===== config.mk =====
export PLATFORM = sky130hd
export DESIGN_NAME = ataig_top
export DESIGN_NICKNAME = d
export VERILOG_FILES = /design/src/rtl/ataig_pkg.sv /design/src/rtl/ataig_sync.sv /design/src/rtl/ataig_decode.sv /design/src/rtl/ataig_ctrl.sv /design/src/rtl/ataig_top.sv
export SDC_FILE = /design/constraint.sdc
export NUM_CORES = 1
export LEC_CHECK = 0
export BUFFER_PORTS_ARGS = -buffer_cell sky130_fd_sc_hd__buf_4
export CORE_ASPECT_RATIO = 1.5
export CORE_MARGIN = 4
export CORE_UTILIZATION = 47
export CTS_BUF_LIST = sky130_fd_sc_hd__clkbuf_16
export DETAILED_ROUTE_END_ITERATION = 10
export PLACE_DENSITY = 0.81
export SKIP_CTS_REPAIR_TIMING = 1
export SLEW_MARGIN = 20
export SYNTH_ARGS = -nofsm -noshare
export SYNTH_HDL_FRONTEND = slang
export SYNTH_HIERARCHICAL = 1
export SYNTH_SLANG_ARGS = --single-unit

===== constraint.sdc =====
create_clock -name clk -period 3.3 [get_ports clk]
set_clock_uncertainty 0.15 [all_clocks]
set_input_delay 0.165 -clock clk [delete_from_list [all_inputs] [get_ports clk]]
set_output_delay 0.165 -clock clk [all_outputs]
set_load 0.02 [all_outputs]

===== src/rtl/ataig_pkg.sv =====
package ataig_pkg;

   localparam int unsigned NCH        = 2;
   localparam int unsigned MAP_W      = 14;
   localparam int unsigned IDENT_STEP = 4;
   localparam int unsigned IDENT_BITS = 4;

   localparam logic [MAP_W-1:0] ROUTE_ADR  = 14'h0000;
   localparam logic [MAP_W-1:0] IDENT_ADR  = 14'h2280;
   localparam logic [MAP_W-1:0] WIN_ORIGIN = 14'h0800;
   localparam logic [MAP_W-1:0] WIN_PITCH  = 14'h0400;
   localparam logic [MAP_W-1:0] CTL_OFS    = 14'h0080;
   localparam logic [MAP_W-1:0] STAT_OFS   = 14'h00a4;
   localparam logic [MAP_W-1:0] ALT_OFS    = 14'h00e0;

   typedef enum logic [2:0] {
      ACC_NONE,
      ACC_CTL,
      ACC_STAT,
      ACC_TF,
      ACC_ALT,
      ACC_ROUTE,
      ACC_IDENT
   } acc_kind_e;

   typedef struct packed {
      acc_kind_e   kind;
      logic        ch;
      logic [2:0]  idx;
   } acc_t;

   function automatic logic [MAP_W-1:0] win_base(input int unsigned ch);
      return WIN_ORIGIN + MAP_W'(ch) * WIN_PITCH;
   endfunction

   function automatic logic [MAP_W-1:0] ctl_adr(input int unsigned ch);
      return win_base(ch) + CTL_OFS;
   endfunction

   function automatic logic [MAP_W-1:0] stat_adr(input int unsigned ch);
      return win_base(ch) + STAT_OFS;
   endfunction

   function automatic logic [MAP_W-1:0] alt_adr(input int unsigned ch);
      return win_base(ch) + ALT_OFS;
   endfunction

endpackage


===== src/rtl/ataig_sync.sv =====
module ataig_sync #(
   parameter int unsigned W      = 2,
   parameter int unsigned STAGES = 2
) (
   input  logic         clk,
   input  logic         rst_n,
   input  logic [W-1:0] d,
   output logic [W-1:0] q
);

   generate
      if (STAGES < 2) begin : g_bad_stages
         $error("ataig_sync: STAGES must be at least 2");
      end
      if (W < 1) begin : g_bad_width
         $error("ataig_sync: W must be at least 1");
      end
   endgenerate

   logic [W-1:0] chain [STAGES];

   always_ff @(posedge clk or negedge rst_n) begin
      if (!rst_n) begin
         for (int i = 0; i < int'(STAGES); i++) begin
            chain[i] <= '0;
         end
      end else begin
         chain[0] <= d;
         for (int i = 1; i < int'(STAGES); i++) begin
            chain[i] <= chain[i-1];
         end
      end
   end

   assign q = chain[STAGES-1];

endmodule


===== src/rtl/ataig_decode.sv =====
module ataig_decode
   import ataig_pkg::*;
#(
   parameter int unsigned ADDR_W      = 14,
   parameter int unsigned REG_N       = 8,
   parameter int unsigned STRIDE_LOG2 = 4
) (
   input  logic [ADDR_W-1:0] addr,
   output acc_t              acc
);

   localparam logic [ADDR_W-1:0] SPAN       = ADDR_W'(REG_N) << STRIDE_LOG2;
   localparam logic [ADDR_W-1:0] ROUTE_A    = ADDR_W'(ROUTE_ADR);
   localparam logic [ADDR_W-1:0] IDENT_A    = ADDR_W'(IDENT_ADR);
   localparam logic [ADDR_W-1:0] IDENT_SPAN = ADDR_W'(IDENT_BITS * IDENT_STEP);
   localparam int unsigned       ISTEP_LOG2 = $clog2(IDENT_STEP);

   generate
      if (REG_N < 1 || REG_N > 8) begin : g_bad_regn
         $error("ataig_decode: REG_N must lie in 1..8");
      end
      if (STRIDE_LOG2 < 1) begin : g_bad_stride
         $error("ataig_decode: STRIDE_LOG2 must be at least 1");
      end
      if ((REG_N << STRIDE_LOG2) > int'(CTL_OFS)) begin : g_bad_span
         $error("ataig_decode: task-file window overlaps control port");
      end
   endgenerate

   logic [NCH-1:0] hit_tf;
   logic [NCH-1:0] hit_ctl;
   logic [NCH-1:0] hit_stat;
   logic [NCH-1:0] hit_alt;
   logic [2:0]     tf_idx [NCH];

   for (genvar c = 0; c < NCH; c++) begin : g_ch
      localparam logic [ADDR_W-1:0] BASE = ADDR_W'(win_base(c));
      localparam logic [ADDR_W-1:0] CTLA = ADDR_W'(ctl_adr(c));
      localparam logic [ADDR_W-1:0] STTA = ADDR_W'(stat_adr(c));
      localparam logic [ADDR_W-1:0] ALTA = ADDR_W'(alt_adr(c));

      logic [ADDR_W-1:0] off;
      logic [ADDR_W-1:0] slot;

      assign off         = addr - BASE;
      assign slot        = off >> STRIDE_LOG2;
      assign hit_tf[c]   = (addr >= BASE) && (off < SPAN) &&
                           (off[STRIDE_LOG2-1:0] == '0);
      assign tf_idx[c]   = slot[2:0];
      assign hit_ctl[c]  = (addr == CTLA);
      assign hit_stat[c] = (addr == STTA);
      assign hit_alt[c]  = (addr == ALTA);
   end

   logic [ADDR_W-1:0] id_off;
   logic [ADDR_W-1:0] id_slot;
   logic              hit_ident;

   assign id_off    = addr - IDENT_A;
   assign id_slot   = id_off >> ISTEP_LOG2;
   assign hit_ident = (addr >= IDENT_A) && (id_off < IDENT_SPAN) &&
                      (id_off[ISTEP_LOG2-1:0] == '0);

   always_comb begin
      acc      = '0;
      acc.kind = ACC_NONE;
      for (int c = 0; c < int'(NCH); c++) begin
         if (hit_tf[c]) begin
            acc.kind = ACC_TF;
            acc.ch   = 1'(c);
            acc.idx  = tf_idx[c];
         end else if (hit_ctl[c]) begin
            acc.kind = ACC_CTL;
            acc.ch   = 1'(c);
         end else if (hit_stat[c]) begin
            acc.kind = ACC_STAT;
            acc.ch   = 1'(c);
         end else if (hit_alt[c]) begin
            acc.kind = ACC_ALT;
            acc.ch   = 1'(c);
         end
      end
      if (addr == ROUTE_A) begin
         acc.kind = ACC_ROUTE;
      end else if (hit_ident) begin
         acc.kind = ACC_IDENT;
         acc.idx  = id_slot[2:0];
      end
   end

endmodule


===== src/rtl/ataig_ctrl.sv =====
module ataig_ctrl
   import ataig_pkg::*;
#(
   parameter int unsigned DATA_W  = 8,
   parameter bit          EXCL_EN = 1'b1
) (
   input  logic              clk,
   input  logic              rst_n,
   input  logic              rd,
   input  logic              wr,
   input  acc_t              acc,
   input  logic [DATA_W-1:0] wdata,
   output logic [NCH-1:0]    chan_en,
   output logic [DATA_W-1:0] route_q
);

   logic arm;
   logic disarm;

   assign arm    = wr && (acc.kind == ACC_CTL);
   assign disarm = rd && !wr && (acc.kind == ACC_CTL);

   generate
      if (EXCL_EN) begin : g_excl
         always_ff @(posedge clk or negedge rst_n) begin
            if (!rst_n) begin
               chan_en <= '0;
            end else if (arm) begin
               chan_en         <= '0;
               chan_en[acc.ch] <= 1'b1;
            end else if (disarm) begin
               chan_en[acc.ch] <= 1'b0;
            end
         end
      end else begin : g_indep
         always_ff @(posedge clk or negedge rst_n) begin
            if (!rst_n) begin
               chan_en <= '0;
            end else if (arm) begin
               chan_en[acc.ch] <= 1'b1;
            end else if (disarm) begin
               chan_en[acc.ch] <= 1'b0;
            end
         end
      end
   endgenerate

   always_ff @(posedge clk or negedge rst_n) begin
      if (!rst_n) begin
         route_q <= '0;
      end else if (wr && (acc.kind == ACC_ROUTE)) begin
         route_q <= wdata;
      end
   end

endmodule


===== src/rtl/ataig_top.sv =====
module ataig_top
   import ataig_pkg::*;
#(
   parameter int unsigned ADDR_W      = 14,
   parameter int unsigned DATA_W      = 8,
   parameter int unsigned REG_N       = 8,
   parameter int unsigned STRIDE_LOG2 = 4,
   parameter int unsigned SYNC_STAGES = 2,
   parameter bit          EXCL_EN     = 1'b1,
   parameter logic [3:0]  CARD_CODE   = 4'h6
) (
   input  logic              clk,
   input  logic              rst_n,
   input  logic [ADDR_W-1:0] bus_addr,
   input  logic [DATA_W-1:0] bus_wdata,
   input  logic              bus_rd,
   input  logic              bus_wr,
   input  logic [1:0]        drv_intrq,
   output logic [DATA_W-1:0] bus_rdata,
   output logic              host_irq,
   output logic [1:0]        tf_cs,
   output logic [2:0]        tf_reg,
   output logic [1:0]        tf_alt_cs,
   output logic              dma_route
);

   generate
      if (ADDR_W < MAP_W) begin : g_bad_addr
         $error("ataig_top: ADDR_W too narrow for the register map");
      end
      if (DATA_W < 2) begin : g_bad_data
         $error("ataig_top: DATA_W must be at least 2");
      end
      if (CARD_CODE == 4'hf) begin : g_bad_code
         $error("ataig_top: code 15 denotes the single-channel variant");
      end
   endgenerate

   acc_t              acc;
   logic [NCH-1:0]    irq_sync;
   logic [NCH-1:0]    chan_en;
   logic [DATA_W-1:0] route_q;
   logic              strobe;

   assign strobe = bus_rd || bus_wr;

   ataig_decode #(
      .ADDR_W      (ADDR_W),
      .REG_N       (REG_N),
      .STRIDE_LOG2 (STRIDE_LOG2)
   ) u_decode (
      .addr (bus_addr),
      .acc  (acc)
   );

   ataig_sync #(
      .W      (NCH),
      .STAGES (SYNC_STAGES)
   ) u_sync (
      .clk   (clk),
      .rst_n (rst_n),
      .d     (drv_intrq),
      .q     (irq_sync)
   );

   ataig_ctrl #(
      .DATA_W  (DATA_W),
      .EXCL_EN (EXCL_EN)
   ) u_ctrl (
      .clk     (clk),
      .rst_n   (rst_n),
      .rd      (bus_rd),
      .wr      (bus_wr),
      .acc     (acc),
      .wdata   (bus_wdata),
      .chan_en (chan_en),
      .route_q (route_q)
   );

   always_comb begin
      bus_rdata = '0;
      if (bus_rd) begin
         unique case (acc.kind)
            ACC_STAT:  bus_rdata[0] = irq_sync[acc.ch];
            ACC_ROUTE: bus_rdata    = route_q;
            ACC_IDENT: bus_rdata[0] = CARD_CODE[acc.idx[1:0]];
            default:   bus_rdata    = '0;
         endcase
      end
   end

   for (genvar c = 0; c < NCH; c++) begin : g_sel
      assign tf_cs[c]     = strobe && (acc.kind == ACC_TF)  && (acc.ch == 1'(c));
      assign tf_alt_cs[c] = strobe && (acc.kind == ACC_ALT) && (acc.ch == 1'(c));
   end

   assign tf_reg    = (strobe && (acc.kind == ACC_TF)) ? acc.idx : 3'd0;
   assign host_irq  = |(irq_sync & chan_en);
   assign dma_route = route_q[0];

endmodule


==> results of run 1 <==
==> Yosys cell counts (3+ instances only) <==
library cell  count  area, um2
dfrtp_1          14        350
nand2_1           9       33.8
mux2_2            8       90.1
and2_2            7       52.6
inv_1             6       22.5
nor4_1            6       37.5
and2_1            5       31.3
ha_1              5       62.6
nor3_1            5       25.0
nor2_1            4       15.0
nand3b_1          3       22.5
o21ai_0           3       15.0
==> area by class of cell <==
type | count | area [um2] | area share
inverters | 6 | 22.5 | 0.0148
clock inverters | 1 | 3.75 | 0.00247
clock buffers | 3 | 75.1 | 0.0494
well taps | 22 | 27.5 | 0.0181
multi-input cells | 88 | 664 | 0.437
repair buffers | 49 | 375 | 0.247
flip-flops and latches | 14 | 350 | 0.231
==> power breakdown <==
| part | switching (mW) | internal (mW) | leakage, nW |
|---|---|---|---|
| registers | 0.00127 | 0.175 | 0.186 |
| clock network | 0.0655 | 0.160 | 0.0385 |
| logic | 0.0288 | 0.0332 | 0.541 |
==> state kept, by name (all words and copies together) (netlist names) <==
name / flops
u_ctrl/route_q: 8
u_ctrl/chan_en: 2
u_sync/chain: 2
u_sync/q: 2
==> metrics by stage <==
step            util  instance area (um2)  hold WS [ns]  setup slack [ns]
2_1_floorplan      -                 1050        -0.281             0.451
3_3_place_gp   0.679                 1410        -0.133             0.325
3_5_place_dp   0.679                 1410        -0.131             0.285
4_1_cts        0.717                 1490        -0.390             0.273
5_1_grt        0.731                 1520       0.00556            0.0896
6_report       0.731                 1520       0.00810             0.268
==> final timing paths <==
kind,start,endpoint,cells after the start
hold / removal,bus_wdata[3],u_ctrl/route_q[3],2
setup reg to reg,u_ctrl/route_q[0],u_ctrl/route_q[0],1
hold reg to reg,u_sync/chain[2],u_sync/q[0],0
setup / recovery,bus_addr[3],tf_cs[1],9
min in group asynchronous,rst_n,u_ctrl/route_q[0],2
max in group asynchronous,rst_n,u_ctrl/route_q[3],2
==> cell families (layout without fill, tap and decap cells) <==
logic type,Yosys count,in the layout,share of synthesized area
AO/OA/AOI/OAI,14,14,0.0963
XOR/XNOR,4,4,0.0333
adder cells (fa/ha/maj),5,5,0.0595
buffers and inverters,8,59,0.0357
flip-flops,14,14,0.333
multiplexers,9,9,0.0951
AND/OR/NAND/NOR,56,56,0.347
==> routing by layer <==
metal | part of all wire | global-route usage | vias to the layer above
met4 | 0.0073 | 0.0727 | 0
met5 | 0 | 0 | -
li1 | - | - | 502
met2 | 0.55 | 0.388 | 35
met1 | 0.37 | 0.220 | 484
met3 | 0.072 | 0.0436 | 2
==> results.ini, run 1 <==
[setup_path]
crit_arrival_ns = 2.72
crit_slowest_cell = or4_4
critPathMaxStageDelay_ns = 0.53
regToRegSetupSlack_ns = 2.36
path_buf_inv = 2
cp_max_fo = 7
critPathKind = input port to primary output
required_ns = 2.98
critical-path-top-delay-family = simple AND/OR/NAND/NOR gates
start_kind = input port
crit_path_cell_trace = buf_4 > or4_4 > or4_4 > or4_1 > nand3b_1 > nand2_1 > nor3_1 > and2_1 > buf_4
end_kind = primary output

[drt]
drt_iter0_drc = 17
vias_per_cell = 5.59
drc = 0
wl_per_cell_um = 15.7
vias = 1023
ant_nets = 0
finalWirelength_mm = 2.88
first_pass_iters = 4

[logic_synthesis]
ys_ff_latch = 14
syn_nets = 143
ys.warnings.count = 6
netlist-cell-type-count = 39
synth_cells = 110
synth-async-reset-ratio = 1.00
synth-edff-count = 0
ys.flop_type = dfrtp_1
syn-cell-area_mm2 = 0.00105
ys_seq_area_frac = 0.333
avgSynthCellArea_um2 = 9.57

[placement]
place.gp.congestion = 0.929
dp.cells = 176
portBuffers = 44
post-dp-hpwl_mm = 2.23

[cells_and_area]
nets = 195
final_cells = 183
drive_gt1_frac = 0.435
final_common_cell = buf_4
area_delta_synth_final_pct = 44.4
diodes = 0
nFillCells = 164
final_cell_mix = buf_4, dfrtp_1, nand2_1, mux2_2, and2_2

[power_and_ir_drop]
power_mw = 0.464
leakage_nw = 0.766
power.density_mw_per_mm2 = 305
peakVddDrop_uv = 400

[global_route]
antenna_found_initial = 0
grt_pass1_vias = 1124
grt_max_degree = 15
track_usage = 0.209
globalRouteOverflowTotal = 0
grt_pass1_wl_mm = 4.73

[die]
core_area_mm2 = 0.00208
ios = 45
die_area_mm2 = 0.00308
start_util = 0.507
die_w_um = 46.6
die_h_um = 66.0
rows = 20

[sta]
fin_tns_setup_ns = 0
rsz0062_at_grt = no
period_share = 0.919
maxSlewViolCount = 0
setup-violations-final = 0
final.min_clock_period_ns = 3.03
fmax_mhz = 330
tightestPinTransition_ns = 0.531
slew_headroom = 0.643
hold_viol = 0

[clock_network]
insertion_delay_ns = 0.24
htreeDepth = 1
cts_tree = built
cts_made_buffers = 3
cts.sink_count = 14
cts.clk_slew.worst_paths_ns = 0.04
clock_path_buffers = 2
cts-root-buf = clkbuf_16

[outcome]
outcome = finished clean

[flow_run]
drv_cap = 0

[worst_hold_path]
min_path_type = input port to flip-flop

No activity file was read; power rests on OpenSTA's default activity.
==> inputs of run 2 (changes only) <==
RECOVER_POWER = 100   (was default)
==> run 2 against run 1 <==
Effect of this change:
- final cell count did not move
- register-to-register slack about the same
- non-clock buffer count did not move
- global-route usage unchanged
- first-iteration DRC count fell by 5.9%
- clock power barely moved
- highest routed layer unchanged
- count of clock-buffer cells in the layout unchanged
- setup slack worse by 0.044 ns
- worst hold slack got worse by 0.0018 ns
==> results.ini, run 2 (same netlist as run 1, synthesis figures left out) <==
[drt]
vias_per_cell = 5.67
finalWirelength_mm = 2.87
drt_iter0_drc = 16
drc = 0
vias = 1037
first_pass_iters = 4
ant_nets = 0
wl_per_cell_um = 15.7

[power_and_ir_drop]
peakVddDrop_uv = 401
power_mw = 0.463
seq_power_share = 0.381
p_int_mw = 0.367
p_sw_frac = 0.208
leakage_nw = 0.696
switchingPower_mw = 0.0962
p_clk_frac = 0.488
power.density_mw_per_mm2 = 318
combPwrFrac = 0.131

[setup_path]
crit_path_frequent_cell = or4_1
crit_path_cell_trace = clkbuf_4 > or4_4 > or4_1 > or4_1 > nand3b_1 > and4b_1 > and2_2 > clkbuf_1
cp-startpoint = bus_addr[3]
crit_slowest_cell = or4_1
r2r_end = u_ctrl/route_q[2]
start_kind = input port
required_ns = 2.98
crit_arrival_ns = 2.76
worstReg2RegStart = u_ctrl/route_q[2]
rr_worst_depth = 1
cp_max_fo = 8
end_kind = primary output
critPathKind = input port to primary output
critPathMaxStageDelay_ns = 0.55
regToRegSetupSlack_ns = 2.36

[die]
die_w_um = 46.6
start_util = 0.507
die_h_um = 66.0
rows = 20
core_area_mm2 = 0.00208
die_area_mm2 = 0.00308
ios = 45

[sta]
tightestPinTransition_ns = 0.713
timing.hold.ws_ns = 0.00627
final.min_clock_period_ns = 3.08
maxSlewViolCount = 0
setup_slack_ns = 0.225
fmax_mhz = 325
hold_viol = 0
rsz0062_at_grt = no
period_share = 0.932
setup-violations-final = 0
fin_tns_setup_ns = 0
slew_headroom = 0.525

[worst_hold_path]
worstHoldPathCells = 2
min_path_type = input port to flip-flop
min_to = u_ctrl/route_q[5]
hp-start = bus_wdata[5]

[clock_network]
htreeDepth = 1
insertion_delay_ns = 0.24
clock_path_buffers = 2
cts_tree = built
cts-root-buf = clkbuf_16
cts.sink_count = 14
cts.clk_slew.worst_paths_ns = 0.04
cts_made_buffers = 3

[cells_and_area]
final_cell_mix = buf_4, dfrtp_1, clkbuf_1, nand2_1, mux2_2
design_area_mm2 = 0.00146
final_common_cell = buf_4
final_cells = 183
nFillCells = 175
top_register = u_ctrl/route_q
drive_gt1_frac = 0.335
nets = 195
area_delta_synth_final_pct = 38.4
diodes = 0
largest_reg_flops = 8
final_util = 0.701

[global_route]
grt_max_degree = 15
grt_pass1_wl_mm = 4.73
antenna_found_initial = 0
grt_pass1_vias = 1124
track_usage = 0.209
globalRouteOverflowTotal = 0

[placement]
post-dp-hpwl_mm = 2.23
portBuffers = 44
placed_cell_area_mm2 = 0.00141
place.gp.congestion = 0.929
post-place-ws_ns = 0.285
dp.cells = 176

[outcome]
outcome = finished clean

[flow_run]
drv_cap = 0

==> run 2: cell types whose count changed in the layout (fill, tap and decap cells not counted) <==
cell / previous run / this run
and4b_4: 1 / 0
and2_0: 0 / 2
and4b_1: 0 / 1
o21ai_0: 3 / 4
or4_1: 2 / 3
clkbuf_1: 0 / 13
buf_4: 46 / 30
clkbuf_4: 0 / 3
nand4b_2: 1 / 0
and2_1: 5 / 3
o21ai_1: 1 / 0
nand4b_1: 0 / 1
or4_4: 2 / 1
==> run 2: power by group through the flow <==
stage | Clock, mW | Combinational (mW) | Sequential, mW
after detailed placement | 0 | 0.0588 | 0.179
after floorplan | 0 | 0.0198 | 0.178
after global placement | 0 | 0.0570 | 0.179
final | 0.226 | 0.0606 | 0.177
after CTS | 0.230 | 0.0593 | 0.177
after global routing | 0.239 | 0.0673 | 0.177
==> run 2: worst max path at each step <==
stage	end	slack, ns	depth (start not counted)
finish	bus_rdata[2]	0.22	8
global route	tf_cs[1]	0.05	9
CTS	tf_cs[1]	0.27	9
detailed placement	tf_cs[1]	0.29	9
global placement	tf_cs[1]	0.32	9
floorplan	tf_alt_cs[1]	0.45	4
==> run 2: routing by layer <==
metal  vias to the layer above  wire (um)  GRT usage
met5                         -          0          0
met4                         0         21     0.0727
met3                         2        248     0.0436
met2                        41       1570      0.388
met1                       489       1030      0.220
li1                        505          -          -
==> run 2: cell type report <==
| class | instances | area (um2) | share of cell area |
|---|---|---|---|
| multi-input combinational | 88 | 651 | 0.447 |
| sequential | 14 | 350 | 0.241 |
| timing repair buffer | 49 | 327 | 0.224 |
| clock buffer | 3 | 75.1 | 0.0515 |
| tap | 22 | 27.5 | 0.0189 |
| inverter | 6 | 22.5 | 0.0155 |
| clock inverter | 1 | 3.75 | 0.00258 |
==> run 2: critical path, delay by kind of cell <==
family / cells / cell delay, ns
and+or+nand+nor: 6 / 2.25
buffers and inverters: 2 / 0.34
==> inputs of run 3 (changes only) <==
PLACE_DENSITY = 0.8   (was 0.81)
SYNTH_HIERARCHICAL = default   (was 1)
==> run 3 against run 2 <==
Effect of this change:
- register-to-register slack worse by 0.12 ns
- flip-flop and latch count unchanged
- core utilization down 3.6 points
- count of clock-buffer cells in the layout unchanged
- sequential share of layout area down 0.49 points
- sequential power about the same
- critical path type unchanged
- the flow now finishes with violations (hold timing)
- setup slack better by 0.30 ns
- largest cell class unchanged
- maximum frequency up 11%
- synthesized cell count up 7.3%
- highest routed layer unchanged
==> results.ini, run 3 <==
[die]
start_util = 0.487
core_area_mm2 = 0.00223
die_h_um = 66.9
die_area_mm2 = 0.00317
die_w_um = 47.3
rows = 21
ios = 45

[placement]
place.gp.congestion = 0.888
post-place-ws_ns = 0.773
portBuffers = 44
post-dp-hpwl_mm = 2.48

[outcome]
outcome = complete, but fails checks
violations = hold timing

[setup_path]
critPathMaxStageDelay_ns = 0.56
crit_slowest_cell = nor3_1
crit_arrival_ns = 2.46
required_ns = 2.98
end_kind = primary output
cp_max_fo = 7
crit_path_cell_trace = clkbuf_1 > nor3_1 > nand2_1 > o32ai_1 > or4b_4 > nor3_1 > buf_4
crit_path_frequent_cell = nor3_1
critPathKind = input port to primary output
worstReg2RegStart = u_ctrl.chan_en[1]
cp-startpoint = bus_addr[3]
start_kind = input port

[worst_hold_path]
min_path_type = input port to flip-flop
hp-start = bus_wdata[2]

[sta]
final.min_clock_period_ns = 2.78
maxSlewViolCount = 0
hold_viol = 2
setup-violations-final = 0
slew_headroom = 0.513
tightestPinTransition_ns = 0.730
fmax_mhz = 360
setup_slack_ns = 0.523
period_share = 0.842
timing.hold.ws_ns = -0.00932
rsz0062_at_grt = no
fin_tns_setup_ns = 0

[logic_synthesis]
ys_top_cells_by_area = dfrtp_1, mux2_2, ha_1, and2_1, nor2_1
ys.flop_type = dfrtp_1
syn-cell-area_mm2 = 0.00109
avgSynthCellArea_um2 = 9.22
synth-edff-count = 0
ys_ff_latch = 14
synth_most_common_cell = dfrtp_1
ys.warnings.count = 0
ys_seq_area_frac = 0.322
synth_top_area_cell = dfrtp_1
netlist-cell-type-count = 44
synth-async-reset-ratio = 1.00
syn_nets = 151
ys_top_cells_by_count = dfrtp_1, nor2_1, inv_1
synth.top_cell.area_share = 0.322
synth_cells = 118

[global_route]
grt_pass1_wl_mm = 4.86
track_usage = 0.209
grt_pass1_vias = 1195
antenna_found_initial = 0
grt_max_degree = 15
globalRouteOverflowTotal = 0

[drt]
vias = 1116
wl_per_cell_um = 16.2
ant_nets = 0
drt_iter0_drc = 28
first_pass_iters = 4
drc = 0
vias_per_cell = 5.94
met2_length_mm = 1.72
finalWirelength_mm = 3.05
routed.top_layer = met4
wl_met1_mm = 1.06
wl_met3_um = 209

[cells_and_area]
nets = 199
drive_gt1_frac = 0.297
final_util = 0.666
top_register = u_ctrl.route_q
largest_reg_flops = 8
area_delta_synth_final_pct = 36.6
diodes = 0
final_common_cell = buf_4
final_cell_mix = buf_4, dfrtp_1, nor2_1, clkbuf_1, inv_1

[power_and_ir_drop]
peakVddDrop_uv = 367
power.density_mw_per_mm2 = 320
power_mw = 0.475
leakage_nw = 0.656

[flow_run]
drv_cap = 0

[clock_network]
htreeDepth = 1
cts.clk_slew.worst_paths_ns = 0.05
clock_path_buffers = 2
cts_made_buffers = 3
insertion_delay_ns = 0.24
cts-root-buf = clkbuf_16
cts.sink_count = 14
cts_tree = built

==> run 3: changes by cell type in the layout (fill, tap and decap cells not counted), sizes merged, moves of 3 or more <==
| cell | before | now |
|---|---|---|
| nand3 | 1 | 5 |
| nor4 | 6 | 2 |
| nor2 | 4 | 11 |
| clkbuf | 19 | 14 |
| nand2 | 9 | 6 |
| nand4 | 0 | 5 |
| buf | 30 | 33 |
| and2 | 12 | 7 |
==> run 3: where the power goes <==
group          switching (mW)  internal [mW]  leakage (nW)
Combinational          0.0388         0.0363         0.436
Clock                  0.0643          0.160        0.0385
Sequential            0.00112          0.175         0.181
==> run 3: final timing paths <==
check | endpoint | slack [ns] | cells past startpoint
worst max-delay path | tf_cs[0] | 0.52 | 7
max in group asynchronous | u_ctrl.chan_en[0] | 2.20 | 2
worst min-delay path | u_ctrl.route_q[2] | -0.009 | 2
worst max register to register | u_ctrl.chan_en[1] | 2.24 | 2
min in group asynchronous | u_ctrl.route_q[0] | 0.35 | 2
worst min register to register | u_sync.q[1] | 0.19 | 0
==> run 3: routing by layer <==
metal  up-vias  global-route usage
li1        529                   -
met1       532               0.212
met2        49               0.389
met3         6              0.0297
met4         0              0.0934
met5         -                   0
==> run 3: cell type report <==
cell class / count / area, um2
inverters: 8 / 30.0
multi-input cells: 92 / 672
flip-flops and latches: 14 / 350
clock inverters: 1 / 3.75
clock buffers: 3 / 75.1
repair buffers: 47 / 327
well taps: 23 / 28.8
fillers: 190 / 747
==> run 3: kinds of logic (layout without fill, tap and decap cells) <==
| family | Yosys count | count (layout) | share of synthesized area |
|---|---|---|---|
| DFF | 14 | 14 | 0.322 |
| AOI/OAI and AO/OA | 17 | 17 | 0.128 |
| xor gates and xnor gates | 4 | 4 | 0.0322 |
| buffers and inverters | 12 | 59 | 0.0563 |
| adders and majority gates | 5 | 5 | 0.0575 |
| muxes | 8 | 8 | 0.0828 |
| and+or+nand+nor | 58 | 58 | 0.322 |
==> run 3: critical path: cells and delay by family <==
family | cells | cell delay (ns)
AOI/OAI and AO/OA | 1 | 0.35
buffers and inverters | 2 | 0.30
and+or+nand+nor | 4 | 1.65
==> run 3: metrics by stage <==
stage / instance area, um2 / hold WS [ns] / cells
after floorplan: 1090 / -0.281 / 118
after global placement: 1420 / -0.133 / 181
after detailed placement: 1420 / -0.126 / 181
after CTS: 1500 / -0.379 / 185
after global routing: 1490 / 0.000657 / 188
final: 1490 / -0.00932 / 188
